$ cat src/rtl/ptp_tod_counter.sv
module ptp_tod_counter #(
  parameter int TIME_W = 64,
  parameter int FRAC_W = 32,
  parameter int REG_W  = 32,
  parameter int ADDR_W = 3,
  parameter logic [63:0] INC_SPD0 = 64'h0000_0001_9999_9999,
  parameter logic [63:0] INC_SPD1 = 64'h0000_0003_3333_3333,
  parameter logic [63:0] INC_SPD2 = 64'h0000_0020_0000_0000,
  parameter logic [63:0] INC_SPD3 = 64'h0
) (
  input  logic              clk,
  input  logic              rst_n,
  input  logic              reg_wr,
  input  logic              reg_rd,
  input  logic [ADDR_W-1:0] reg_addr,
  input  logic [REG_W-1:0]  reg_wdata,
  output logic [REG_W-1:0]  reg_rdata,
  input  logic              speed_load,
  input  logic [1:0]        speed_code,
  output logic [TIME_W-1:0] time_o
);
  localparam int INC_W  = 2 * REG_W;
  localparam int ACC_W  = TIME_W + FRAC_W;
  localparam int THI_W  = TIME_W - REG_W;
  localparam logic [ADDR_W-1:0] A_CTRL = ADDR_W'(0);
  localparam logic [ADDR_W-1:0] A_TLO  = ADDR_W'(1);
  localparam logic [ADDR_W-1:0] A_THI  = ADDR_W'(2);
  localparam logic [ADDR_W-1:0] A_ILO  = ADDR_W'(3);
  localparam logic [ADDR_W-1:0] A_IHI  = ADDR_W'(4);

  logic              en_q;
  logic [TIME_W-1:0] ns_q;
  logic [FRAC_W-1:0] frac_q;
  logic [INC_W-1:0]  inc_q;
  logic [REG_W-1:0]  tstage_q, istage_q;
  logic [THI_W-1:0]  snap_q;
  logic [ACC_W-1:0]  acc_next;
  logic [INC_W-1:0]  preset;

  wire wr_ctrl = reg_wr && reg_addr == A_CTRL;
  wire wr_tlo  = reg_wr && reg_addr == A_TLO;
  wire wr_thi  = reg_wr && reg_addr == A_THI;
  wire wr_ilo  = reg_wr && reg_addr == A_ILO;
  wire wr_ihi  = reg_wr && reg_addr == A_IHI;

  assign acc_next = {ns_q, frac_q} + ACC_W'(inc_q);
  assign time_o   = ns_q;

  always_comb begin
    case (speed_code)
      2'd0:    preset = INC_W'(INC_SPD0);
      2'd1:    preset = INC_W'(INC_SPD1);
      2'd2:    preset = INC_W'(INC_SPD2);
      default: preset = INC_W'(INC_SPD3);
    endcase
  end

  always_ff @(posedge clk) begin
    if (!rst_n) begin
      en_q     <= 1'b0;
      ns_q     <= '0;
      frac_q   <= '0;
      inc_q    <= '0;
      tstage_q <= '0;
      istage_q <= '0;
      snap_q   <= '0;
      reg_rdata <= '0;
    end else begin
      if (wr_ctrl) en_q <= reg_wdata[0];
      if (wr_tlo)  tstage_q <= reg_wdata;
      if (wr_ilo)  istage_q <= reg_wdata;

      if (wr_ihi)          inc_q <= {reg_wdata, istage_q};
      else if (speed_load) inc_q <= preset;

      if (wr_thi) begin
        ns_q   <= {THI_W'(reg_wdata), tstage_q};
        frac_q <= '0;
      end else if (en_q) begin
        {ns_q, frac_q} <= acc_next;
      end

      if (reg_rd) begin
        case (reg_addr)
          A_CTRL:  reg_rdata <= {{(REG_W-1){1'b0}}, en_q};
          A_TLO: begin
            reg_rdata <= ns_q[REG_W-1:0];
            snap_q    <= ns_q[TIME_W-1:REG_W];
          end
          A_THI:   reg_rdata <= REG_W'(snap_q);
          A_ILO:   reg_rdata <= inc_q[REG_W-1:0];
          A_IHI:   reg_rdata <= inc_q[INC_W-1:REG_W];
          default: reg_rdata <= '0;
        endcase
      end
    end
  end
endmodule

$ cat config.mk
export PLATFORM = sky130hd
export DESIGN_NAME = ptp_tod_counter
export DESIGN_NICKNAME = d
export VERILOG_FILES = /design/src/rtl/ptp_tod_counter.sv
export SDC_FILE = /design/constraint.sdc
export NUM_CORES = 1
export LEC_CHECK = 0
export BUFFER_PORTS_ARGS = -buffer_cell sky130_fd_sc_hd__buf_2
export CAP_MARGIN = 30
export CELL_PAD_IN_SITES_DETAIL_PLACEMENT = 1
export CELL_PAD_IN_SITES_GLOBAL_PLACEMENT = 1
export CORE_UTILIZATION = 25
export DETAILED_ROUTE_END_ITERATION = 8
export GPL_TIMING_DRIVEN = 1
export PLACE_DENSITY = 0.57
export SKIP_CTS_REPAIR_TIMING = 1
export SYNTH_ARGS = -nofsm -noshare
export SYNTH_HDL_FRONTEND = slang
export SYNTH_SLANG_ARGS = --single-unit
export TNS_END_PERCENT = 30
$ cat constraint.sdc
create_clock -name clk -period 5.4 [get_ports clk]
set_clock_uncertainty 0.05 [all_clocks]
set_input_delay 0.81 -clock clk [delete_from_list [all_inputs] [get_ports clk]]
set_output_delay 0.81 -clock clk [all_outputs]
set_load 0.005 [all_outputs]
Yosys cells after proc, flatten, opt, wreduce, memory -nomap -nowiden
Index checks and enable logic that the tools add are counted.

Add/subtract/negate cells: 1. Equality and inequality tests: 6. Multiplexer cells: 6. Bitwise logic cells: 1. Reduce and logical (&&, ||, !) cells: 11.

Operator list (number): $mux 64 (4); $pmux 32 s5 (1); $pmux 38 s3 (1); $add 96x64->96 (1); $eq 3x2->1 const B (2); $logic_and 1x1->1 (5); $reduce_bool 2->1 (2); $eq 3x1->1 const B (1); $eq 3x3->1 const B (1); $logic_not 3->1 (1); $eq 2x1->1 const B (1); $eq 2x2->1 const B (1); $logic_not 2->1 (1); $reduce_and 2->1 (1); $reduce_or 2->1 (1); $not 1->1 (1).

Register bits: 289. Input bits: 42. Output and inout bits: 96. Word-level logic and storage cells: 33.

Logic depth before layout (Yosys ltp)
Depth in word-level cells: 4. Depth in mapped cells: 13. Gate-level depth less buffers: 12.

Worst setup path before layout
No wires, ideal clock.

Path type: register -> register. From: register frac_q[0]. To: register ns_q[60] (netlist: time_o[60]). Library setup time: 0.125 ns. Data arrival time: 2.914 ns. Data required time: 5.225 ns. Setup slack: 2.310 ns. Stages on the path, launching flop included: 13. Buffers on the path: 0. Period minus slack after synthesis: 3.090 ns. Cells stage by stage: dfxtp_1 -> ha_1 -> fa_1 -> a21oi_1 -> o211ai_2 -> a211oi_2 -> nor3_1 -> o311ai_2 -> nand2_1 -> a41oi_1 -> o21ai_1 -> a311oi_1 -> nor3_1.

Longest elaborated chain between the ends: 3.

Ends and longest elaborated chain: start: declaration (line 33) `logic [FRAC_W-1:0] frac_q;`; start signal: assignment (line 80) `{ns_q, frac_q} <= acc_next;`; $add 96x64->96 (line 46) `assign acc_next = {ns_q, frac_q} + ACC_W'(inc_q);`; $mux 64 (line 79) `end else if (en_q) begin`; $mux 64 (line 76) `if (wr_thi) begin`; end signal: assignment (line 77) `ns_q <= {THI_W'(reg_wdata), tstage_q};`; end signal: assignment (line 80); end: declaration (line 32) `logic [TIME_W-1:0] ns_q;`.

No other way between the ends. The select of a mux whose other input is x is not followed. A chain may end at the register's enable or synchronous reset.

Final worst setup path
From: register inc_q[0]. To: register ns_q[54] (netlist: time_o[54]).

Longest elaborated chain between the ends: 3.

Ends and longest elaborated chain: start: declaration (line 34) `logic [INC_W-1:0] inc_q;`; start signal: assignment (line 73) `if (wr_ihi) inc_q <= {reg_wdata, istage_q};`; start signal: assignment (line 74) `else if (speed_load) inc_q <= preset;`; $add 96x64->96 (line 46); $mux 64 (line 79); $mux 64 (line 76).

No other way between the ends. The select of a mux whose other input is x is not followed.

==> impl_results.md <==
* Maximum level of the CTS H-tree at 2
* Main flop type after synthesis: dfxtp_1
* Seq. cell area at 0.00579 mm2
* Vertical die dimension at between 200 and 300 um
* Commonest cells after routing, fill and taps aside: a21oi_1 (393), nand2_1 (338), dfxtp_1 (288)
* Least-Margin Pin Slew at roughly 1.0 ns
* Share of synthesized registers carrying an async set or reset at 0
* Number of enable-type register cells in the synthesized netlist at 0
* Number of rows in the core area at 91
* Initial antenna violation count at 0
* Total number of yosys warnings at 0
* DPL Wire Length at about 55000 um
* First-pass GRT wire length at 111000 um
* FF+latch count, synth at 289
* Number of port buffers at 137
* Maximum number of pins on one net before global-route repair at approximately 120
* Number of pins with negative max-slew slack in the final report at 0
* Path category of the worst min-delay check: reg -> reg
* Die Wd at approximately 250 um
* Max-cap viol count at 0
* TritonCTS Sinks at between 200 and 300
* Mapped Cells at between 2000 and 2500
* Post-synth cell types at 74
* Startpoint Class: flop
* Total power divided by cell area at between 200 and 300 mW/mm2
* Peak supply drop at about 0.17 mV
* Post-detailed-route DRC marker count at 0
* I/O pin count at roughly 140
* Outcome: finished, final reports clean
* Clock Latency Late Sink at approximately 0.57 ns
* Setup repair after global routing missed its margin: no
* Via count at around 16000
* CTS tree: yes
* GRT Overall Usage at 0.234
* WL final at about 76000 um
* Filler Cell Count at around 7500
* Syn_nets at ~2200
* Critical path endpoint category: flop
* Buffer cell driving the clock tree root: clkbuf_16
* Total Negative Setup Slacks at 0 ns
* First-iteration detailed-routing DRC count at 1227
* Number of global-route vias before repair at around 16000
* Data arrival, critical path at 4.48 ns
* Weighted congestion reported at the end of routability-driven placement at slightly above 0.9
* Placed instance count at slightly below 3000
* Area Overhead vs Synth at 17.2%
* Setup Crit Path Kind: reg -> reg
* Number of hold violations in the final report at 0
* Worst Setup Slack, final at 1.32 ns
* Leakage power figure at 6.59 nW
* Number of failing setup endpoints in the final timing report at 0
* Normalized max-slew margin at 0.315
* Commonest non-fill, non-tap cell in the layout: a21oi_1
* Sequential-to-total area share from yosys stat at 0.367
* Time the worst path needs with I/O delays and setup at slightly above 4 ns
* Area of the mapped netlist at 0.0158 mm2
* Layout Utilization at 0.298
* Detail Route Antenna Nets at 0
* Largest fanout of any net on the critical path at 9
* Standard cell core area at just over 0.06 mm2
* Overflow after GRT at 0
* Length of the first detailed-routing pass in iterations at 5
* Final critical-path share of the clock period at 0.756
* Starting density of the core at 0.254
* Footprint of the multi-input gates at approximately 0.0093 mm2
* Worst-path clk slew at around 0.05 ns
* Longest Clk Path Bufs at 3
* Total die area at 0.0641 mm2
* Number of nets at the end of the flow at 2229
* Antenna diodes at 0
* Worst setup slack after placement at between 1 and 1.5 ns
* Layout Cells excl Fill at around 3000
* Wirelength per Cell at 25.5 um
* Number of vias per cell at around 5.4
* Per-instance average area after synthesis at roughly 7.6 um2
* Layout cell share with drive strength beyond 1 at 0.119
* Maximum clock frequency at roughly 240 MHz
* Inserted Clock Buffers at 38
* Required time at the worst-slack endpoint at ~5.8 ns
## area by class of cell
class,count,share of cell area
Sequential cell,289,0.313
Inverter,32,0.00676
Timing Repair Buffer,161,0.0486
Multi-Input combinational cell,1600,0.502
Clock buffer,60,0.0642
Tap cell,837,0.0566
Clock inverter,8,0.00893
## power breakdown
group | switching (mW) | internal [mW] | total, mW | leakage [nW]
Sequential | 0.0540 | 2.18 | 2.23 | 2.34
Clock | 1.04 | 1.74 | 2.78 | 0.664
Combinational | 0.299 | 0.114 | 0.414 | 3.59
Total | 1.39 | 4.03 | 5.43 | 6.59
## critical path, stage by stage, from the launching register on
cell and delay [ns]:
dfxtp_1 0.33, ha_1 0.24, fa_1 0.42, a21oi_1 0.32, o211ai_2 0.18, a211oi_2 0.38
nor3_1 0.17, o311ai_2 0.45, a2111oi_2 0.13, nor2b_1 0.71, nor4_1 0.18, mux2i_1 0.16
a31o_2 0.22
## through the flow
| stage | cell area [um2] | hold slack (ns) | total power, mW |
|---|---|---|---|
| finish | 18500 | 0.405 | 5.43 |
| global route | 18500 | 0.421 | 5.59 |
| CTS | 18500 | 0.406 | 5.48 |
| detailed placement | 17100 | 0.397 | 2.69 |
| global placement | 17100 | 0.386 | 2.68 |
| floorplan | 15800 | 0.382 | 2.48 |
## flip-flops by register name (all words and copies together), names as in the netlist
| name | cells |
|---|---|
| inc_q | 64 |
| reg_rdata | 32 |
| snap_q | 32 |
| time_o | 64 |
| tstage_q | 32 |
| frac_q | 32 |
| istage_q | 32 |
| en_q | 1 |
## cells in the mapped netlist, types with 34 or more instances
library cell  number  area, um2
ha_1              64        801
xnor2_1           60        526
nand2_1          342       1280
a21oi_1          393       1970
clkbuf_1         127        477
nor3_1            34        170
nand4_1           36        225
nand3b_1          40        300
a22oi_1           63        473
dfxtp_1          289       5790
nor2_1           160        601
o21ai_0           96        480
## final timing paths
kind | depth (start not counted) | end | from | slack [ns]
hold / removal | 2 | snap_q[26]$_SDFFE_PN0P_ | snap_q[26]$_SDFFE_PN0P_ | 0.41
setup / recovery | 12 | time_o[54]$_SDFFE_PN0P_ | inc_q[0]$_SDFFE_PN0P_ | 1.32
hold reg to reg | 2 | snap_q[26]$_SDFFE_PN0P_ | snap_q[26]$_SDFFE_PN0P_ | 0.41
setup reg to reg | 12 | time_o[54]$_SDFFE_PN0P_ | inc_q[0]$_SDFFE_PN0P_ | 1.32
## per-layer routing
metal | global-route usage | up-vias | wire length [um]
met2 | 0.366 | 497 | 34000
li1 | - | 7469 | -
met3 | 0.0409 | 119 | 4420
met1 | 0.311 | 8156 | 34500
met5 | 0 | - | 0
met4 | 0.112 | 0 | 3440
## logic make-up after synthesis
kind of cell | share of synthesized area
flip-flops | 0.367
XOR/XNOR | 0.0455
multiplexers | 0.0165
AO/OA/AOI/OAI | 0.261
buffers and inverters | 0.0468
AND/OR/NAND/NOR | 0.212
adder cells (fa/ha/maj) | 0.0520
No activity file was read; power rests on OpenSTA's default activity.
